===== src/rtl/tick_timer_pkg.sv =====
package tick_timer_pkg;

  typedef enum logic [1:0] {
    WORD_CTRL  = 2'd0,
    WORD_CNTLO = 2'd1,
    WORD_CNTHI = 2'd2,
    WORD_CMP   = 2'd3
  } word_sel_e;

  localparam int FLAG_BIT = 0;
  localparam int EN_BIT   = 4;

endpackage


===== src/rtl/tick_timer_counter.sv =====
module tick_timer_counter #(
  parameter int          CNT_W     = 64,
  parameter int          LO_W      = 32,
  parameter logic [63:0] RST_COUNT = 64'd0
) (
  input  logic                  clk,
  input  logic                  rst,
  output logic [LO_W-1:0]       cnt_lo,
  output logic [CNT_W-LO_W-1:0] cnt_hi
);
  localparam int HI_W = CNT_W - LO_W;

  logic lo_wrap;
  assign lo_wrap = &cnt_lo;

  always_ff @(posedge clk) begin
    if (rst) begin
      cnt_lo <= RST_COUNT[LO_W-1:0];
      cnt_hi <= RST_COUNT[CNT_W-1:LO_W];
    end else begin
      cnt_lo <= cnt_lo + 1'b1;
      if (lo_wrap) cnt_hi <= cnt_hi + {{(HI_W-1){1'b0}}, 1'b1};
    end
  end
endmodule


===== src/rtl/tick_timer_compare.sv =====
module tick_timer_compare
  import tick_timer_pkg::*;
#(
  parameter int BUS_W = 32
) (
  input  logic             clk,
  input  logic             rst,
  input  logic             wr_ctrl,
  input  logic             wr_cmp,
  input  logic [BUS_W-1:0] wdata,
  input  logic [BUS_W-1:0] cnt_lo,
  output logic [BUS_W-1:0] cmp_q,
  output logic             en_q,
  output logic             flag_q,
  output logic             irq_q
);
  logic hit, clr, flag_d, en_d;

  assign hit    = en_q && (cnt_lo == cmp_q);
  assign clr    = wr_ctrl && wdata[FLAG_BIT];
  assign flag_d = hit ? 1'b1 : (clr ? 1'b0 : flag_q);
  assign en_d   = wr_ctrl ? wdata[EN_BIT] : en_q;

  always_ff @(posedge clk) begin
    if (rst) begin
      cmp_q  <= '0;
      en_q   <= 1'b0;
      flag_q <= 1'b0;
      irq_q  <= 1'b0;
    end else begin
      if (wr_cmp) cmp_q <= wdata;
      en_q   <= en_d;
      flag_q <= flag_d;
      irq_q  <= flag_d & en_d;
    end
  end
endmodule


===== src/rtl/tick_timer_regbank.sv =====
module tick_timer_regbank
  import tick_timer_pkg::*;
#(
  parameter int BUS_W  = 32,
  parameter int HI_W   = 32,
  parameter int ADDR_W = 6
) (
  input  logic              clk,
  input  logic              rst,
  input  logic [ADDR_W-1:0] addr,
  input  logic              we,
  input  logic [BUS_W-1:0]  cnt_lo,
  input  logic [HI_W-1:0]   cnt_hi,
  input  logic [BUS_W-1:0]  cmp,
  input  logic              flag,
  input  logic              en,
  output logic              wr_ctrl,
  output logic              wr_cmp,
  output logic [BUS_W-1:0]  rdata
);
  logic      mapped;
  word_sel_e sel;
  logic [BUS_W-1:0] rd_d;

  assign sel = word_sel_e'(addr[3:2]);

  generate
    if (ADDR_W > 4) begin : g_upper
      assign mapped = (addr[1:0] == 2'b00) && (addr[ADDR_W-1:4] == '0);
    end else begin : g_exact
      assign mapped = (addr[1:0] == 2'b00);
    end
  endgenerate

  assign wr_ctrl = we && mapped && (sel == WORD_CTRL);
  assign wr_cmp  = we && mapped && (sel == WORD_CMP);

  always_comb begin
    rd_d = '0;
    if (mapped) begin
      unique case (sel)
        WORD_CTRL: begin
          rd_d[FLAG_BIT] = flag;
          rd_d[EN_BIT]   = en;
        end
        WORD_CNTLO: rd_d = cnt_lo;
        WORD_CNTHI: rd_d = BUS_W'(cnt_hi);
        WORD_CMP:   rd_d = cmp;
        default:    rd_d = '0;
      endcase
    end
  end

  always_ff @(posedge clk) begin
    if (rst) rdata <= '0;
    else     rdata <= rd_d;
  end
endmodule


===== src/rtl/tick_timer.sv =====
module tick_timer #(
  parameter int          BUS_W     = 32,
  parameter int          CNT_W     = 64,
  parameter int          ADDR_W    = 6,
  parameter logic [63:0] RST_COUNT = 64'd0
) (
  input  logic              clk,
  input  logic              rst,
  input  logic [ADDR_W-1:0] bus_addr,
  input  logic              bus_we,
  input  logic [BUS_W-1:0]  bus_wdata,
  output logic [BUS_W-1:0]  bus_rdata,
  output logic              irq
);
  localparam int HI_W = CNT_W - BUS_W;

  logic [BUS_W-1:0] cnt_lo_w, cmp_w;
  logic [HI_W-1:0]  cnt_hi_w;
  logic             flag_w, en_w, wr_ctrl_w, wr_cmp_w;

  tick_timer_counter #(.CNT_W(CNT_W), .LO_W(BUS_W), .RST_COUNT(RST_COUNT)) u_cnt (
    .clk(clk), .rst(rst), .cnt_lo(cnt_lo_w), .cnt_hi(cnt_hi_w)
  );

  tick_timer_regbank #(.BUS_W(BUS_W), .HI_W(HI_W), .ADDR_W(ADDR_W)) u_regs (
    .clk(clk), .rst(rst), .addr(bus_addr), .we(bus_we),
    .cnt_lo(cnt_lo_w), .cnt_hi(cnt_hi_w), .cmp(cmp_w), .flag(flag_w), .en(en_w),
    .wr_ctrl(wr_ctrl_w), .wr_cmp(wr_cmp_w), .rdata(bus_rdata)
  );

  tick_timer_compare #(.BUS_W(BUS_W)) u_cmp (
    .clk(clk), .rst(rst), .wr_ctrl(wr_ctrl_w), .wr_cmp(wr_cmp_w), .wdata(bus_wdata),
    .cnt_lo(cnt_lo_w), .cmp_q(cmp_w), .en_q(en_w), .flag_q(flag_w), .irq_q(irq)
  );
endmodule


===== config.mk =====
export PLATFORM = sky130hd
export DESIGN_NAME = tick_timer
export DESIGN_NICKNAME = d
export VERILOG_FILES = /design/src/rtl/tick_timer_pkg.sv /design/src/rtl/tick_timer_counter.sv /design/src/rtl/tick_timer_compare.sv /design/src/rtl/tick_timer_regbank.sv /design/src/rtl/tick_timer.sv
export SDC_FILE = /design/constraint.sdc
export NUM_CORES = 1
export LEC_CHECK = 0
export BUFFER_PORTS_ARGS = -buffer_cell sky130_fd_sc_hd__buf_2
export CORE_AREA = 3 3 122 124
export DETAILED_ROUTE_END_ITERATION = 8
export DIE_AREA = 0 0 125 127
export GPL_TIMING_DRIVEN = 0
export PLACE_DENSITY_LB_ADDON = 0.3
export SLEW_MARGIN = 0
export SYNTH_ARGS = -nofsm -noshare
export SYNTH_HDL_FRONTEND = slang
export SYNTH_HIERARCHICAL = 1
export SYNTH_SLANG_ARGS = --single-unit

===== constraint.sdc =====
create_clock -name clk -period 3.1 [get_ports clk]
set_input_delay 0.465 -clock clk [delete_from_list [all_inputs] [get_ports clk]]
set_output_delay 0.465 -clock clk [all_outputs]
set_load 0.005 [all_outputs]

# After elaboration in Yosys (flattened, before gate mapping)
# Index checks and enable logic that the tools add are counted.
[word_totals] ff_bits=131 inputBits=41 output_inout_bits=33 word_cells=33
[classes] addsub=2 eq_ne=4 muxes=7 bitwise_logic=2 n_reduce_logical=11
[op_table] op="one-hot mux 27 bit (3 select lines)" count=1
[op_table] op="adder 32 x 1 -> 32 bit, second input constant" count=2
[op_table] op="equality test 32 bit" count=1
[op_table] op="AND reduction 32 bit" count=1
[op_table] op="one-hot mux 3 bit (3 select lines)" count=1
[op_table] op="one-hot mux 1 bit (4 select lines)" count=2
[op_table] op="logical AND 1 bit" count=6
[op_table] op="logical NOT 2 bit" count=3
[op_table] op="equality test 2 bit, second input constant" count=2
[op_table] op="2-to-1 mux 1 bit" count=3
[op_table] op="equality test 2 x 1 -> 1 bit, second input constant" count=1
[op_table] op="OR reduction 2 bit" count=1
[op_table] op="bitwise AND 1 bit" count=1
[op_table] op="inverter 1 bit" count=1

# Longest topological paths before layout
[logic_depth] depth_word=8 mapped_depth=8 mapped_depth_nobuf=6

# By module
# Netlist, hierarchy kept.
[by_module_without_submodules] mod="tick_timer_counter" instances=1 cells_each=342 area_per_inst_um2=2891.5 seq_area_each_um2=1281.2
[by_module_without_submodules] mod="tick_timer_regbank" instances=1 cells_each=147 area_per_inst_um2=1791.7 seq_area_each_um2=640.6
[by_module_without_submodules] mod="tick_timer_compare" instances=1 cells_each=163 area_per_inst_um2=1634.1 seq_area_each_um2=700.7

# Least setup slack after synthesis
# Ideal clock, no wire load.
[synth_timing] kind="reg2reg" startpoint="register u_cnt.cnt_lo[0]" endpoint="register u_cnt.cnt_hi[30]" arrival_time_ps=1999 setup_slack_ps=1030 path_stages_with_launch=8 period_less_slack_ps=2070 path_cell_list="dfxtp_1 -> ha_1 -> nand4_1 -> nor4_4 -> nand4_1 -> clkbuf_1 -> or3_1 -> a21oi_1"
[synth_between] elab_chain_len=1
[synth_rtl] element="start: declaration" line="tick_timer_counter.sv:8" rtl="output logic [LO_W-1:0] cnt_lo,"
[synth_rtl] element="start signal: assignment" line="tick_timer_counter.sv:18" rtl="cnt_lo <= RST_COUNT[LO_W-1:0];"
[synth_rtl] element="start signal: assignment" line="tick_timer_counter.sv:21" rtl="cnt_lo <= cnt_lo + 1'b1;"
[synth_rtl] element="AND reduction 32 bit" line="tick_timer_counter.sv:14" rtl="assign lo_wrap = &cnt_lo;"
[synth_rtl] element="end signal: assignment" line="tick_timer_counter.sv:19" rtl="cnt_hi <= RST_COUNT[CNT_W-1:LO_W];"
[synth_rtl] element="end signal: assignment" line="tick_timer_counter.sv:22" rtl="if (lo_wrap) cnt_hi <= cnt_hi + {{(HI_W-1){1'b0}}, 1'b1};"
[synth_rtl] element="end: declaration" line="tick_timer_counter.sv:9" rtl="output logic [CNT_W-LO_W-1:0] cnt_hi"
# Every way passes these cells.
# A chain may end at the register's enable or synchronous reset.

# Worst setup path after layout
[layout_timing] startpoint="register u_cnt.cnt_lo[1]" endpoint="register u_cnt.cnt_hi[25]"
# Same word-level chain as after synthesis.

==> impl_metrics.csv <==
group,metric,value,unit
logic_synthesis,ys_seq_elements,131,
global_route,grt_usage,21.40,%
timing,skew,0.01256,ns
global_route,grt_pass1_vias,5061,
drt,top_layer,"met4",
worst_setup_path,rr_endpoint,"u_cnt/cnt_hi[25]",
timing,min_period,2.860,ns
pwr,powerDensity,500.3,mW/mm²
timing,rsz0062_at_grt,"no",
worst_setup_path,critPathArrivalTime,3.20,ns
clocking,cts_tree,"built",
logic_synthesis,ys_async_sr_fraction,0,%
clocking,ctsResizeCount,0,
logic_synthesis,ys_seq_area_share,41.51,%
logic_synthesis,synth_area,0.006317,mm²
worst_setup_path,cpMaxStageDelayCell,"nor4_4",
logic_synthesis,synth_top_flop_cell,"dfxtp_1",
drt,firstDrtPassIters,8,
finish,nFillCells,1262,
die,initial_core_util,45.51,%
worst_setup_path,max_stage_delay,0.48,ns
drt,met3_length,1407,µm
timing,setup_tns,0,ns
clocking,postCtsSetupRepairBufs,0,
clocking,ctsHoldBuffers,0,
logic_synthesis,synth-edff-count,0,
drt,routedWlPerCell,18.17,µm
place,hpwl,12610,µm
timing,worstMarginPinSlew,1.094,ns
worst_setup_path,path_class,"flip-flop to flip-flop",
die,ios,74,
global_route,grt_pass1_wl,26730,µm
timing,setup_viol,0,
logic_synthesis,avgSynthCellArea,9.689,µm²
worst_setup_path,regToRegSetupSlack,0.24,ns
drt,wl_met1,7247,µm
worst_hold_path,min_path_cells,3,
worst_hold_path,min_to,"u_cmp/cmp_q[16]",
worst_setup_path,required,3.44,ns
finish,drive_gt1_share,25.50,%
place,place_congestion,0.9306,
timing,hold_viol,0,
global_route,antenna_found_initial,0,
die,coreArea,0.01388,mm²
clocking,insertion_delay,0.42,ns
worst_setup_path,end_kind,"flip-flop",
place,io_buffers,71,
drt,num_vias,5197,
worst_setup_path,cp_max_fo,10,
global_route,overflow,0,
die,rows,43,
timing,fmaxAchievable,349.7,MHz
worst_setup_path,start_kind,"flip-flop",
drt,antenna_left,0,
logic_synthesis,syn_inst,652,
finish,design_area,0.007453,mm²
worst_setup_path,path_cells,"ha_1, nand4_1, nor4_4, nand4_1, clkbuf_1, or3_1, a21oi_1",
worst_hold_path,worstHoldStart,"bus_wdata[16]",
finish,syn2layout_area_growth,17.98,%
timing,drv_slew,0,
die,fp.dieArea,0.01588,mm²
clocking,clkTransAtPathRegs,0.06,ns
timing,slew_headroom,26.50,%
timing,min_period_over_period,92.25,%
finish,finalNetCount,785,
logic_synthesis,synth_top_cell_area_share,41.51,%
drt,vias_per_cell,5.570,
run_status,status,"finished, final reports clean",
worst_hold_path,hold_class,"input port to flip-flop",
drt,drc_errors,0,
global_route,grt_max_degree,17,
clocking,clock_path_buffers,2,
drt,dr_wl_met2,7895,µm
clocking,cts_buffers,17,
finish,n_antenna_cell,0,
logic_synthesis,yosysTopAreaCell,"dfxtp_1",
logic_synthesis,synth_nets,695,
worst_setup_path,regToRegStartpoint,"u_cnt/cnt_lo[1]",
die,fp.dieW,125,µm
clocking,cts_root_buf,"clkbuf_16",
logic_synthesis,ys_types,54,
place,placed_cell_area,0.006898,mm²
clocking,clock-sinks,131,
pwr,ir_drop,0.3571,mV
logic_synthesis,ys_top_cells_by_area,"dfxtp_1 42%, mux2_4 6.7%, nor2_1 6.5%",
die,fp.dieH,127,µm
logic_synthesis,synth_warnings,6,
drt,drt_iter0_drc,642,
drt,wirelength,16950,µm
worst_setup_path,crit_path_frequent_cell,"nand4_1",
job,cap_violations,0,
worst_setup_path,reg2reg_depth,7,
pwr,p_leak,2.666,nW
clocking,htree_levels,4,
[logic make-up (layout without fill, tap and decap cells)]
logic type | count (synthesis) | in the layout | synth area share (%)
flops | 131 | 131 | 41.51
mux | 66 | 66 | 13.11
xor+xnor | 57 | 57 | 7.902
simple gates | 256 | 256 | 21.41
fa+ha+maj | 2 | 2 | 0.3961
buf+inv | 46 | 147 | 4.080
compound gates | 94 | 94 | 11.59
[cell usage in the layout, fill, tap and decap left out, types with 3 or more instances in the layout]
cell       instances
buf_4              3
o31ai_1            5
or3_1             20
or4_1              5
mux2i_1           34
nand2b_1           3
nand4_1           29
dfxtp_1          131
clkbuf_1          16
and2_1             3
clkinv_2           4
and3_1             8
clkbuf_8           6
nand3_1           24
o21ai_0           22
nor3_1             8
nand2_1           21
inv_1             12
buf_2             80
xor2_1            22
a21oi_1           27
mux2_4            28
nor2_1           109
xnor2_1           35
clkbuf_16         17
nor2b_1            5
a22oi_2           28
nor4_1             3
nand4b_1           3
buf_6              7
[area by class of cell]
cell class | count | area (µm²) | share of cell area (%)
Tap cell | 180 | 225.2 | 3.022
Inverter | 13 | 48.80 | 0.6547
Clock inverter | 5 | 50.05 | 0.6715
Sequential cell | 131 | 2623 | 35.19
Buffer | 33 | 209.0 | 2.803
Timing Repair Buffer | 71 | 355.3 | 4.768
Multi-Input combinational cell | 475 | 3437 | 46.11
Clock buffer | 25 | 505.5 | 6.782
[registers in the layout (all words and copies together) (netlist names)]
register      count
u_cmp/cmp_q      32
u_cnt/cnt_hi     32
u_cmp/irq_q       1
u_cmp/en_q        1
u_regs/rdata     32
u_cnt/cnt_lo     32
u_cmp/flag_q      1
[through the flow]
| step | hold slack (ns) | setup WS (ns) | std cells | power [mW] | util [%] |
|---|---|---|---|---|---|
| floorplan | 0.4564 | 1.030 | 652 | 1.821 | - |
| global placement | 0.4917 | 0.4364 | 903 | 1.877 | 49.69 |
| detailed placement | 0.5069 | 0.3698 | 903 | 1.880 | 49.69 |
| CTS | 0.2658 | 0.3138 | 933 | 3.758 | 53.70 |
| global route | 0.2822 | 0.03751 | 933 | 3.833 | 53.70 |
| finish | 0.2739 | 0.2404 | 933 | 3.729 | 53.70 |
[worst max-delay path: cells and delay by family, from the launching register on]
kind / cells / cell delay (ns)
AO/OA/AOI/OAI: 1 / 0.15
buffers and inverters: 1 / 0.33
adder cells (fa/ha/maj): 1 / 0.30
flip-flops: 1 / 0.47
AND/OR/NAND/NOR: 4 / 1.53
[metal layers]
metal	vias up	GRT usage, %
li1	2497	-
met1	2483	27.28
met2	191	33.98
met3	26	6.564
met4	0	8.801
met5	-	0
[cell usage after synthesis (5+ instances only)]
cell	number
a21oi_1	27
a22oi_2	28
and3_1	8
buf_2	9
buf_6	7
clkbuf_1	13
dfxtp_1	131
inv_1	12
mux2_4	28
mux2i_1	34
nand2_1	21
nand3_1	24
nand4_1	29
nor2_1	109
nor2b_1	5
nor3_1	8
o21ai_0	22
o31ai_1	5
or3_1	20
or4_1	5
xnor2_1	35
xor2_1	22
[worst max path at each step]
stage / slack, ns / end / cells after the start / startpoint
2_1_floorplan: 1.03 / u_cnt/cnt_hi[30] / 7 / u_cnt/cnt_lo[0]
3_3_place_gp: 0.44 / u_cnt/cnt_hi[28] / 7 / u_cnt/cnt_lo[0]
3_5_place_dp: 0.37 / u_cnt/cnt_hi[23] / 7 / u_cnt/cnt_lo[0]
4_1_cts: 0.31 / u_cnt/cnt_hi[23] / 7 / u_cnt/cnt_lo[1]
5_1_grt: 0.04 / u_cnt/cnt_hi[25] / 7 / u_cnt/cnt_lo[1]
6_report: 0.24 / u_cnt/cnt_hi[25] / 7 / u_cnt/cnt_lo[1]
[where the power goes]
| part | total [mW] | internal (mW) | switching [mW] |
|---|---|---|---|
| sequential | 1.70 | 1.69 | 0.00953 |
| combinational | 0.146 | 0.0565 | 0.0899 |
| clock | 1.88 | 1.19 | 0.689 |
| total | 3.73 | 2.94 | 0.789 |
Power figures use the tool's default switching activity.
